$ cat src/rtl/bert_pkg.sv
package bert_pkg;
  localparam int WORD_W = 32;
  localparam int LFSR_W = 31;
  localparam int POPC_W = $clog2(WORD_W + 1);

  typedef logic [WORD_W-1:0] word_t;
  typedef logic [LFSR_W-1:0] lfsr_t;

  typedef struct packed {
    word_t word;
    lfsr_t state;
  } adv_t;

  // Register mask of the selected polynomial degree.
  function automatic lfsr_t poly_mask(logic [1:0] poly);
    case (poly)
      2'd0:    return 31'h0000_007F;
      2'd1:    return 31'h0000_7FFF;
      2'd2:    return 31'h007F_FFFF;
      default: return 31'h7FFF_FFFF;
    endcase
  endfunction

  // Advance a sequence by one full word; newest bit sits in state bit 0.
  function automatic adv_t prbs_adv(lfsr_t st, logic [1:0] poly);
    adv_t  r;
    lfsr_t s;
    word_t w;
    logic  b;
    s = st;
    w = '0;
    for (int i = 0; i < WORD_W; i++) begin
      case (poly)
        2'd0:    b = s[6]  ^ s[5];
        2'd1:    b = s[14] ^ s[13];
        2'd2:    b = s[22] ^ s[17];
        default: b = s[30] ^ s[27];
      endcase
      s = {s[LFSR_W-2:0], b};
      w = {w[WORD_W-2:0], b};
    end
    r.word  = w;
    r.state = s & poly_mask(poly);
    return r;
  endfunction

  function automatic word_t clk_word(logic blocky);
    return blocky ? 32'hFFFF_0000 : 32'hAAAA_AAAA;
  endfunction

  function automatic logic [POPC_W-1:0] popcnt(word_t v);
    logic [POPC_W-1:0] c;
    word_t             t;
    c = '0;
    t = v;
    for (int i = 0; i < WORD_W; i++) begin
      c = c + {{(POPC_W-1){1'b0}}, t[0]};
      t = t >> 1;
    end
    return c;
  endfunction
endpackage

$ cat src/rtl/bert_pattern_gen.sv
module bert_pattern_gen
  import bert_pkg::*;
(
  input  logic       clk,
  input  logic       rst,
  input  logic       gen_rst,
  input  logic [2:0] sel,
  output word_t      tx_word
);
  lfsr_t st_q;
  lfsr_t st_ok;
  lfsr_t msk;
  adv_t  nx;

  always_comb begin
    msk   = poly_mask(sel[1:0]);
    // never run a sequence from an all-zero state
    st_ok = ((st_q & msk) == '0) ? msk : (st_q & msk);
    nx    = prbs_adv(st_ok, sel[1:0]);
  end

  always_ff @(posedge clk) begin
    if (rst || gen_rst) begin
      st_q    <= '1;
      tx_word <= '0;
    end else begin
      st_q    <= nx.state;
      tx_word <= sel[2] ? clk_word(sel[0]) : nx.word;
    end
  end
endmodule

$ cat src/rtl/bert_follower.sv
module bert_follower
  import bert_pkg::*;
#(
  parameter int LOCK_RUN  = 16,
  parameter int LOSS_ERRS = 8,
  parameter int LOSS_WIN  = 64
) (
  input  logic       clk,
  input  logic       rst,
  input  logic [2:0] sel,
  input  logic       rx_valid,
  input  word_t      rx_word,
  output logic       locked,
  output logic       acquire,
  output word_t      diff
);
  localparam int GW = $clog2(LOCK_RUN);
  localparam int EW = $clog2(LOSS_ERRS);
  localparam int WW = $clog2(LOSS_WIN);

  lfsr_t         st_q;
  logic [GW-1:0] good_q;
  logic [EW-1:0] werr_q;
  logic [WW-1:0] win_q;
  adv_t          adv;
  word_t         expect_w;
  lfsr_t         seed;
  logic          miss;
  logic          run_done;

  always_comb begin
    adv      = prbs_adv(st_q, sel[1:0]);
    expect_w = sel[2] ? clk_word(sel[0]) : adv.word;
    diff     = rx_word ^ expect_w;
    miss     = |diff;
    seed     = rx_word[LFSR_W-1:0] & poly_mask(sel[1:0]);
    run_done = (good_q == GW'(LOCK_RUN - 1));
    acquire  = rx_valid && !locked && !miss && run_done;
  end

  always_ff @(posedge clk) begin
    if (rst) begin
      st_q   <= '0;
      locked <= 1'b0;
      good_q <= '0;
      werr_q <= '0;
      win_q  <= '0;
    end else if (rx_valid) begin
      if (!locked) begin
        if (miss) begin
          st_q   <= seed;
          good_q <= '0;
        end else begin
          st_q <= adv.state;
          if (run_done) begin
            locked <= 1'b1;
            good_q <= '0;
            werr_q <= '0;
            win_q  <= '0;
          end else begin
            good_q <= good_q + 1'b1;
          end
        end
      end else if (miss && (werr_q == EW'(LOSS_ERRS - 1))) begin
        locked <= 1'b0;
        st_q   <= seed;
        good_q <= '0;
      end else begin
        st_q <= adv.state;
        if (win_q == WW'(LOSS_WIN - 1)) begin
          win_q  <= '0;
          werr_q <= '0;
        end else begin
          win_q  <= win_q + 1'b1;
          werr_q <= werr_q + EW'(miss);
        end
      end
    end
  end
endmodule

$ cat src/rtl/bert_stats.sv
module bert_stats
  import bert_pkg::*;
#(
  parameter int CNT_W       = 48,
  parameter int FRAME_WORDS = 1024
) (
  input  logic             clk,
  input  logic             rst,
  input  logic             clr,
  input  logic             count_en,
  input  logic             restart,
  input  word_t            diff,
  output logic [CNT_W-1:0] bit_errs,
  output logic [CNT_W-1:0] frame_errs,
  output logic [CNT_W-1:0] total_bits,
  output logic             err_pulse
);
  localparam int FW = $clog2(FRAME_WORDS);

  logic [FW-1:0]     pos_q;
  logic              dirty_q;
  logic [POPC_W-1:0] nbits;
  logic              hit;
  logic              frame_end;

  function automatic logic [CNT_W-1:0] sat_add(logic [CNT_W-1:0] a,
                                               logic [CNT_W-1:0] b);
    logic [CNT_W:0] s;
    s = {1'b0, a} + {1'b0, b};
    return s[CNT_W] ? '1 : s[CNT_W-1:0];
  endfunction

  always_comb begin
    nbits     = popcnt(diff);
    hit       = count_en && (nbits != '0);
    frame_end = (pos_q == FW'(FRAME_WORDS - 1));
  end

  always_ff @(posedge clk) begin
    if (rst || clr) begin
      bit_errs   <= '0;
      frame_errs <= '0;
      total_bits <= '0;
      err_pulse  <= 1'b0;
      pos_q      <= '0;
      dirty_q    <= 1'b0;
    end else begin
      err_pulse <= hit;
      if (restart) begin
        pos_q   <= '0;
        dirty_q <= 1'b0;
      end else if (count_en) begin
        bit_errs   <= sat_add(bit_errs, CNT_W'(nbits));
        total_bits <= sat_add(total_bits, CNT_W'(WORD_W));
        if (frame_end) begin
          pos_q   <= '0;
          dirty_q <= 1'b0;
          if (dirty_q || hit) frame_errs <= sat_add(frame_errs, CNT_W'(1));
        end else begin
          pos_q   <= pos_q + 1'b1;
          dirty_q <= dirty_q || hit;
        end
      end
    end
  end
endmodule

$ cat src/rtl/bert_engine.sv
module bert_engine
  import bert_pkg::*;
#(
  parameter int CNT_W       = 48,
  parameter int FRAME_WORDS = 1024,
  parameter int LOCK_RUN    = 16,
  parameter int LOSS_ERRS   = 8,
  parameter int LOSS_WIN    = 64
) (
  input  logic              clk,
  input  logic              rst,
  input  logic              gen_rst,
  input  logic              stat_clr,
  input  logic [2:0]        pat_sel,
  input  logic [WORD_W-1:0] rx_data,
  input  logic              rx_valid,
  output logic [WORD_W-1:0] tx_data,
  output logic [CNT_W-1:0]  bit_errs,
  output logic [CNT_W-1:0]  frame_errs,
  output logic [CNT_W-1:0]  total_bits,
  output logic              locked,
  output logic              err_pulse
);
  logic  acquire;
  word_t diff;

  bert_pattern_gen gen_i (
    .clk     (clk),
    .rst     (rst),
    .gen_rst (gen_rst),
    .sel     (pat_sel),
    .tx_word (tx_data)
  );

  bert_follower #(
    .LOCK_RUN  (LOCK_RUN),
    .LOSS_ERRS (LOSS_ERRS),
    .LOSS_WIN  (LOSS_WIN)
  ) fol_i (
    .clk      (clk),
    .rst      (rst),
    .sel      (pat_sel),
    .rx_valid (rx_valid),
    .rx_word  (rx_data),
    .locked   (locked),
    .acquire  (acquire),
    .diff     (diff)
  );

  bert_stats #(
    .CNT_W       (CNT_W),
    .FRAME_WORDS (FRAME_WORDS)
  ) stat_i (
    .clk        (clk),
    .rst        (rst),
    .clr        (stat_clr),
    .count_en   (rx_valid && locked),
    .restart    (acquire),
    .diff       (diff),
    .bit_errs   (bit_errs),
    .frame_errs (frame_errs),
    .total_bits (total_bits),
    .err_pulse  (err_pulse)
  );
endmodule

$ cat config.mk
export PLATFORM = sky130hd
export DESIGN_NAME = bert_engine
export DESIGN_NICKNAME = d
export VERILOG_FILES = /design/src/rtl/bert_pkg.sv /design/src/rtl/bert_pattern_gen.sv /design/src/rtl/bert_follower.sv /design/src/rtl/bert_stats.sv /design/src/rtl/bert_engine.sv
export SDC_FILE = /design/constraint.sdc
export NUM_CORES = 1
export LEC_CHECK = 0
export BUFFER_PORTS_ARGS = -buffer_cell sky130_fd_sc_hd__buf_2
export CORE_MARGIN = 2
export CORE_UTILIZATION = 50
export DETAILED_ROUTE_END_ITERATION = 10
export PLACE_DENSITY = 0.79
export SYNTH_ARGS = -nofsm -noshare
export SYNTH_HDL_FRONTEND = slang
export SYNTH_HIERARCHICAL = 1
export SYNTH_SLANG_ARGS = --single-unit
$ cat constraint.sdc
create_clock -name clk -period 8.35 [get_ports clk]
set_clock_uncertainty 0.1 [all_clocks]
set_input_delay 0.4175 -clock clk [delete_from_list [all_inputs] [get_ports clk]]
set_output_delay 0.4175 -clock clk [all_outputs]
set_load 0.02 [all_outputs]
==> impl_metrics.toml, run 1 <==
[global_routing]
grt_overflow_total = 0
grt_pass1_wl_um = 110000
grt_pass1_vias = 19200
grt_use_total_pct = 34.0
grt_antenna_before_repair = 3
grt_max_degree = 83

[detailed_routing]
drcViolationCount = 0
viasPerCell = 6.34
dr.pass1.iters = 7
drtIter0Drc = 2160
final_antenna_net_count = 0
vias = 20400
wl_per_cell_um = 22.5
routed_wl_um = 72300

[critical_path]
crit_top_cell = "fa_1"
worstReg2RegStart = "fol_i/st_q[5]$_SDFFE_PP0P_"
cp_max_fo = 6
start_kind = "flop"
cp_slowest_cell = "fa_2"
slowest_delay_ns = 0.61
critPathLaunch = "fol_i/st_q[5]$_SDFFE_PP0P_"
path_class = "flop to flop"
end_kind = "flop"
critPathRequiredTime_ns = 8.66
arrival_ns = 8.74

[clocking]
cts_made_buffers = 29
clock_path_buffers = 3
ctsHoldBuffers = 0
clk_latency_ns = 0.58
clock-sinks = 260
cts_tree = "done"
clk_pin_slew_ns = 0.06
htree_levels = 1
cts_root_buffer = "clkbuf_16"

[floorplanning]
ios = 218
coreArea_mm2 = 0.0378
initial_core_util_pct = 51.0
rows = 71
die_area_mm2 = 0.0401
fp.dieW_um = 200
die_h_um = 200

[yosys]
syn-num-nets = 2467
synthFlopType = "dfxtp_1"
synth_top_cell_area_share_pct = 27.1
synth_edf_count = 0
synth.most_common_cell = "dfxtp_1"
avgSynthCellArea_um2 = 8.08
syn_area_mm2 = 0.0192
yosys-top-cells-count = "dfxtp_1, nand2_1, a21oi_1, xnor2_1, nor2_1"
netlist.top_cell.by_area = "dfxtp_1"
synth_seq_cells = 260
yosys_warnings = 6
synth_area_leaders = "dfxtp_1, xnor2_1, xor2_1, a21oi_1, nand2_1"
synth_cells = 2382
ys_types = 117
synth_seq_area_share_pct = 27.1
async_flop_share_pct = 0

[power]
ir_worst_vdd_mv = 0.909
totalPowerFinal_mw = 8.77
p_leak_nw = 9.40
power_density_mw_per_mm2 = 368

[sta]
fin_setup_tns_ns = -0.275
tightest_slew_ns = 1.06
drv_slew = 0
post-route-period-util_pct = 101
rsz0062_at_grt = "true"
maxSlewHeadroom_pct = 28.9
hold_viol = 0
layout_min_cycle_time_ns = 8.42
setup_viol = 11
finalWorstSetupSlack_ns = -0.0738
max_freq_ghz = 0.119

[status]
violations = "setup timing"
status = "finished, violations left"

[placed_design]
io_buffers = 217
pre_cts_ws_ns = -0.441
hpwl_um = 52200
gp_congestion = 1.07

[min_path]
hold_class = "input port to flop"
holdCritStartpoint = "rx_data[22]"

[layout]
fill_cells = 3222
drive_above_1_share_pct = 26.5
nets = 2769
syn_to_final_growth_pct = 23.7

[flow_run]
drv_cap = 0
==> metal layers <==
metal	vias to the layer above	GRT usage, %	part of all wire (%)
met3	258	7.08	10
met5	-	0	0.042
met1	9723	43.7	39
li1	9207	-	-
met2	1213	54.6	45
met4	4	15.8	5.1
==> kinds of logic after synthesis <==
family          Yosys count  synth area share [%]
flops                   260                  27.1
buf+inv                 259                  6.44
fa+ha+maj                45                  3.90
mux                      66                  3.77
compound gates          631                  22.3
simple gates            797                  21.6
xor+xnor                324                  14.9
==> power breakdown <==
part / internal [mW] / switching (mW) / total [mW]
Sequential: 1.27 / 0.0563 / 1.33
Clock: 0.774 / 0.548 / 1.32
Combinational: 2.95 / 3.17 / 6.12
Total: 4.99 / 3.77 / 8.77
==> cell usage in the layout, fill, tap and decap left out, drive strengths merged, types with 20 or more instances in the layout <==
cell	synthesis	routed
a211oi	38	38
a21oi	180	180
a311oi	22	22
a31oi	36	36
and2	24	24
and3	41	41
buf	81	442
clkbuf	90	42
dfxtp	260	260
fa	25	25
ha	20	20
inv	87	88
mux2i	51	51
nand2	216	216
nand2b	21	21
nand3	87	87
nand4	52	52
nor2	163	163
nor3	65	65
nor4	34	34
o21a	20	20
o21ai	118	118
o22ai	23	23
o31ai	21	21
xnor2	174	174
xor2	149	149
==> area by class of cell <==
type | count | area [µm²] | area share, %
Multi-Input combinational cell | 1863 | 13600 | 57.2
Sequential cell | 260 | 5230 | 22.0
Tap cell | 511 | 639 | 2.69
Inverter | 88 | 330 | 1.39
Clock buffer | 42 | 825 | 3.46
Antenna cell | 1 | 2.50 | 0.0105
Timing Repair Buffer | 442 | 3020 | 12.7
Clock inverter | 9 | 133 | 0.557
==> registers in the layout, summed over array words and instances, names as in the netlist <==
name and flops:
fol_i/werr_q 3, stat_i/bit_errs 48, stat_i/frame_errs 48, stat_i/dirty_q 1
fol_i/st_q 31, stat_i/err_pulse 1, gen_i/st_q 31, fol_i/win_q 6
fol_i/good_q 4, stat_i/total_bits 44, stat_i/pos_q 10, fol_i/locked 1
gen_i/tx_word 32
==> metrics by stage <==
| stage | util, % | area, µm² | hold slack [ns] | std cells |
|---|---|---|---|---|
| 4_1_cts | 61.3 | 23200 | 0.0236 | 3204 |
| 2_1_floorplan | - | 19400 | 0.344 | 2382 |
| 3_5_place_dp | 57.9 | 21900 | 0.367 | 3141 |
| 3_3_place_gp | 57.9 | 21900 | 0.356 | 3141 |
| 6_report | 63.0 | 23800 | 0.0566 | 3216 |
| 5_1_grt | 63.0 | 23800 | 0.0486 | 3216 |
==> final timing paths <==
| check | slack, ns | cells after the start | end |
|---|---|---|---|
| worst min register to register | 0.38 | 2 | fol_i/st_q[29]$_SDFFE_PP0P_ |
| worst min-delay path | 0.06 | 3 | fol_i/st_q[22]$_SDFFE_PP0P_ |
| worst max register to register | -0.07 | 32 | stat_i/bit_errs[19]$_SDFFE_PP0P_ |
| worst max-delay path | -0.07 | 32 | stat_i/bit_errs[19]$_SDFFE_PP0P_ |
==> worst max-delay path, delay by kind of cell (launching register included) <==
kind                       cells  cell delay (ns)
adders and majority gates      9             3.62
AOI/OAI and AO/OA              6             1.54
and+or+nand+nor                7             1.17
xor gates and xnor gates       4             0.73
buffers and inverters          6             0.71
DFF                            1             0.38
==> timing repair <==
item                       4_1_cts  5_1_grt
setup buffers                   11       12
gates resized for setup         51      107
hold endpoints to repair         0        0
cloned                           1        1
setup endpoints to repair       73       96
pin swaps                       17       50
No activity file was read; power rests on OpenSTA's default activity.
==> inputs of run 2 (changes only) <==
--- a/config.mk
+++ b/config.mk
@@ -6,10 +6,12 @@
 export NUM_CORES = 1
 export LEC_CHECK = 0
 export BUFFER_PORTS_ARGS = -buffer_cell sky130_fd_sc_hd__buf_2
+export CELL_PAD_IN_SITES_DETAIL_PLACEMENT = 1
+export CELL_PAD_IN_SITES_GLOBAL_PLACEMENT = 1
 export CORE_MARGIN = 2
-export CORE_UTILIZATION = 50
+export CORE_UTILIZATION = 41
 export DETAILED_ROUTE_END_ITERATION = 10
-export PLACE_DENSITY = 0.79
+export PLACE_DENSITY = 0.85
 export SYNTH_ARGS = -nofsm -noshare
 export SYNTH_HDL_FRONTEND = slang
 export SYNTH_HIERARCHICAL = 1
==> impl_metrics.toml, run 2 (same netlist as run 1, synthesis figures left out) <==
[critical_path]
slowest_delay_ns = 0.63
r2r_end = "stat_i/bit_errs[14]$_SDFFE_PP0P_"
crit_family = "adder cells"
start_kind = "flop"
end_kind = "flop"
arrival_ns = 9.27
worstReg2RegStart = "fol_i/st_q[1]$_SDFFE_PP0P_"
path_depth = 33
cp_slowest_cell = "a311oi_1"
reg2regPathDepth = 33
rrSetupSlack_ns = -0.57
path_class = "flop to flop"
critPathRequiredTime_ns = 8.70
cp_max_fo = 8
cp-endpoint = "stat_i/bit_errs[14]$_SDFFE_PP0P_"
crit_top_cell = "fa_1"
critPathLaunch = "fol_i/st_q[1]$_SDFFE_PP0P_"
worst-path-buf-inv = 9

[detailed_routing]
dr.pass1.iters = 5
wl_per_cell_um = 26.2
drtIter0Drc = 1869
routed_wl_um = 87500
vias = 21200
final_antenna_net_count = 0
drcViolationCount = 0
viasPerCell = 6.34

[placed_design]
place_area_mm2 = 0.0222
placedCellCount = 3268
hpwl_um = 60600
pre_cts_ws_ns = -0.477
gp_congestion = 1.04
io_buffers = 217

[clocking]
clk_latency_ns = 0.63
cts_made_buffers = 31
htree_levels = 1
cts_tree = "done"
cts_root_buffer = "clkbuf_16"
clock-sinks = 260
clock_path_buffers = 3
clk_pin_slew_ns = 0.07

[floorplanning]
rows = 79
ios = 218
coreArea_mm2 = 0.0465
initial_core_util_pct = 41.4
die_h_um = 221
die_area_mm2 = 0.0487
fp.dieW_um = 221

[sta]
timing.hold.ws_ns = 0.0256
rsz0062_at_grt = "true"
setup_viol = 64
finalWorstSetupSlack_ns = -0.567
max_freq_ghz = 0.112
fin_setup_tns_ns = -6.19
layout_min_cycle_time_ns = 8.92
post-route-period-util_pct = 107
tightest_slew_ns = 1.06
hold_viol = 0
maxSlewHeadroom_pct = 29.1
drv_slew = 0

[layout]
nets = 2802
finalNonFillerCells = 3345
final_cell_mix = "dfxtp_1, buf_4, buf_2"
final_common_cell = "dfxtp_1"
final_area_mm2 = 0.0244
postLayoutCoreUtil_pct = 52.4
drive_above_1_share_pct = 27.8
reg_top3 = "stat_i/bit_errs: 48 flops, stat_i/frame_errs: 48 flops, stat_i/total_bits: 44 flops"
syn_to_final_growth_pct = 26.6

[global_routing]
grt_max_degree = 65
grt_antenna_before_repair = 2
grt_pass1_wl_um = 126000
grt_pass1_vias = 21300
grt_use_total_pct = 33.0
grt_overflow_total = 0

[power]
ir_worst_vdd_mv = 0.939
totalPowerFinal_mw = 8.92
power_density_mw_per_mm2 = 366
p_leak_nw = 9.67

[flow_run]
drv_cap = 0

[min_path]
holdCritStartpoint = "rx_data[22]"
hold_class = "input port to flop"

[status]
violations = "setup timing"
status = "finished, violations left"
[run 2: cell types whose count changed in the layout (fill, tap and decap cells not counted), sizes merged]
cell / previous run / this run
buf: 442 / 470
clkbuf: 42 / 45
bufinv: 3 / 5
clkinv: 4 / 3
clkinvlp: 2 / 1
dlygate4sd3: 0 / 1
nor2: 163 / 164
[run 2: area by class of cell]
type / instances / area (µm²)
sequential: 260 / 5210
clock inverter: 9 / 188
antenna: 1 / 2.50
clock buffer: 44 / 905
multi-input combinational: 1864 / 13700
tap: 607 / 759
timing repair buffer: 472 / 3240
fill: 5584 / 22100
inverter: 88 / 333
[run 2: worst min-delay path, cell delays in order]
cell	delay, ns
buf_2	0.11
mux2i_1	0.06
o21ai_0	0.12
[run 2: timing repair]
item                                    4_1_cts  5_1_grt
resized for setup                            48      124
pin swaps                                    17       67
endpoints found under the setup margin       96       96
buffers inserted                              7       12
cloned                                        1        2
hold buffers                                  1        0
hold endpoints to repair                      1        0
[run 2: layer usage]
layer	track usage, %	routed length [µm]
met2	53.9	40400
met5	0	7
met3	5.06	7000
met1	42.6	34600
met4	15.8	5440
[run 2: how the worst min path moves through the flow]
stage,end,depth (start not counted)
final,fol_i/st_q[22]$_SDFFE_PP0P_,3
after floorplan,fol_i/st_q[28]$_SDFFE_PP0P_,2
after CTS,fol_i/st_q[22]$_SDFFE_PP0P_,3
after global routing,fol_i/st_q[22]$_SDFFE_PP0P_,3
after detailed placement,fol_i/st_q[29]$_SDFFE_PP0P_,2
after global placement,fol_i/st_q[28]$_SDFFE_PP0P_,2
[run 2: report_power, final]
part | switching (mW) | internal [mW]
clock network | 0.604 | 0.901
logic | 3.29 | 2.79
registers | 0.0630 | 1.27
total | 3.95 | 4.97
==> inputs of run 3 (changes only) <==
--- a/config.mk
+++ b/config.mk
@@ -11,7 +11,7 @@
 export CORE_MARGIN = 2
 export CORE_UTILIZATION = 41
 export DETAILED_ROUTE_END_ITERATION = 10
-export PLACE_DENSITY = 0.85
+export PLACE_DENSITY_LB_ADDON = 0.1
 export SYNTH_ARGS = -nofsm -noshare
 export SYNTH_HDL_FRONTEND = slang
 export SYNTH_HIERARCHICAL = 1
==> impl_metrics.toml, run 3 (same netlist as run 1, synthesis figures left out) <==
[clocking]
cts_made_buffers = 34
ctsHoldBuffers = 0
clk_latency_ns = 0.56
cts_root_buffer = "clkbuf_16"
htree_levels = 2
cts_tree = "done"
clock-sinks = 260
clk_pin_slew_ns = 0.07
clock_path_buffers = 3

[sta]
tightest_slew_ns = 1.18
maxSlewHeadroom_pct = 21.5
post-route-period-util_pct = 99.8
drv_slew = 0
max_freq_ghz = 0.120
hold_viol = 0
timing.hold.ws_ns = 0.0846
layout_min_cycle_time_ns = 8.33
rsz0062_at_grt = "true"
setup_viol = 0

[layout]
drive_above_1_share_pct = 26.1
postLayoutCoreUtil_pct = 51.7
reg_top3 = "stat_i/bit_errs: 48 flops, stat_i/frame_errs: 48 flops, stat_i/total_bits: 44 flops"
fill_cells = 5595
final_common_cell = "dfxtp_1"
final_cell_mix = "dfxtp_1, buf_2, nand2_1"
nets = 2770
syn_to_final_growth_pct = 24.9
finalNonFillerCells = 3319

[global_routing]
busiest_layer = "met2"
use_met1_pct = 41.1
grt_pass1_vias = 20400
grt_pass1_wl_um = 120000
grt_use_met3_pct = 6.90
grt_max_degree = 101
grt_overflow_total = 0
grt_antenna_before_repair = 2
grt_util_met2_pct = 51.2
grt_use_total_pct = 31.8

[detailed_routing]
wl_per_cell_um = 23.9
vias = 20100
viasPerCell = 6.05
routed_wl_um = 79400
drcViolationCount = 0
drtIter0Drc = 1424
final_antenna_net_count = 0
dr.pass1.iters = 5

[placed_design]
gp_congestion = 0.985
hpwl_um = 59100
io_buffers = 217
placedCellCount = 3239

[power]
p_seq_share_pct = 15.3
power_density_mw_per_mm2 = 363
ir_worst_vdd_mv = 0.856
p_leak_nw = 9.56
power_switching_mw = 3.63
internal_power_mw = 5.09
p_sw_share_pct = 41.6
clockPowerShare_pct = 18.8
pwr-share-comb_pct = 65.9

[min_path]
min_to = "fol_i/st_q[10]$_SDFFE_PP0P_"
hold_depth = 3
hold_class = "input port to flop"
holdCritStartpoint = "rx_data[10]"

[status]
status = "complete, no violations"

[critical_path]
slowest_delay_ns = 0.58
cp_slowest_cell = "fa_1"
arrival_ns = 8.60
reg2regPathDepth = 33
rrSetupSlack_ns = 0.02
cp_max_fo = 6
end_kind = "flop"
crit_top_cell = "fa_1"
r2r_end = "stat_i/bit_errs[35]$_SDFFE_PP0P_"
critPathRequiredTime_ns = 8.62
start_kind = "flop"
worstReg2RegStart = "fol_i/st_q[5]$_SDFFE_PP0P_"
path_class = "flop to flop"

[floorplanning]
die_h_um = 221
fp.dieW_um = 221
ios = 218
initial_core_util_pct = 41.4
coreArea_mm2 = 0.0465
rows = 79
die_area_mm2 = 0.0487

[flow_run]
drv_cap = 0
run 3: power groups by stage:
stage                     Sequential [mW]  Clock, mW  Combinational, mW
after global routing                 1.33       1.73               6.33
after floorplan                      1.32          0               3.24
after CTS                            1.33       1.68               5.01
final                                1.33       1.64               5.75
after global placement               1.35          0               4.64
after detailed placement             1.35          0               4.77
run 3: worst max-delay path, delay by kind of cell (launching register included):
kind / cells / cell delay (ns)
xor+xnor: 4 / 0.78
buf+inv: 7 / 0.71
fa+ha+maj: 9 / 3.62
mux: 3 / 0.91
simple gates: 6 / 1.02
flops: 1 / 0.37
compound gates: 4 / 0.64
run 3: routing by layer:
layer  up-vias  routed length [µm]
met5         -                   0
met4         0                3310
met3       191                5880
met2       675               36600
met1     10000               33600
li1       9204                   -
run 3: worst max path at each step:
stage | cells past startpoint | endpoint | slack (ns) | from
3_5_place_dp | 33 | stat_i/bit_errs[23]$_SDFFE_PP0P_ | -0.47 | fol_i/st_q[5]$_SDFFE_PP0P_
4_1_cts | 33 | stat_i/bit_errs[35]$_SDFFE_PP0P_ | 0.002 | fol_i/st_q[5]$_SDFFE_PP0P_
6_report | 33 | stat_i/bit_errs[35]$_SDFFE_PP0P_ | 0.02 | fol_i/st_q[5]$_SDFFE_PP0P_
5_1_grt | 33 | stat_i/bit_errs[43]$_SDFFE_PP0P_ | -0.34 | fol_i/st_q[4]$_SDFFE_PP0P_
2_1_floorplan | 35 | stat_i/bit_errs[11]$_SDFFE_PP0P_ | 0.01 | pat_sel[1]
3_3_place_gp | 32 | stat_i/bit_errs[9]$_SDFFE_PP0P_ | -0.19 | fol_i/st_q[5]$_SDFFE_PP0P_
run 3: final cells by class:
cell class                 instances  area (µm²)  share of cell area [%]
timing repair buffer             438        2960                    12.3
antenna                            2        5.00                  0.0208
multi-input combinational       1863       13500                    56.3
clock buffer                      37         882                    3.67
tap                              607         759                    3.16
sequential                       260        5220                    21.7
clock inverter                    24         354                    1.47
inverter                          88         330                    1.37
run 3: timing repair:
item,in CTS,in global routing
gates cloned,1,2
setup buffers,5,9
pin swaps,15,40
resized for setup,34,96
endpoints found under the setup margin,84,96
run 3: through the flow:
| step | setup WS (ns) | instance area [µm²] | TNS [ns] | total power [mW] |
|---|---|---|---|---|
| after floorplan | 0.0132 | 19400 | 0 | 4.56 |
| after global placement | -0.192 | 22000 | -4.86 | 5.99 |
| after detailed placement | -0.475 | 22000 | -15.68 | 6.12 |
| after CTS | 0.00163 | 23400 | 0 | 8.02 |
| after global routing | -0.344 | 24000 | -11.94 | 9.39 |
| final | 0.0203 | 24000 | 0 | 8.72 |
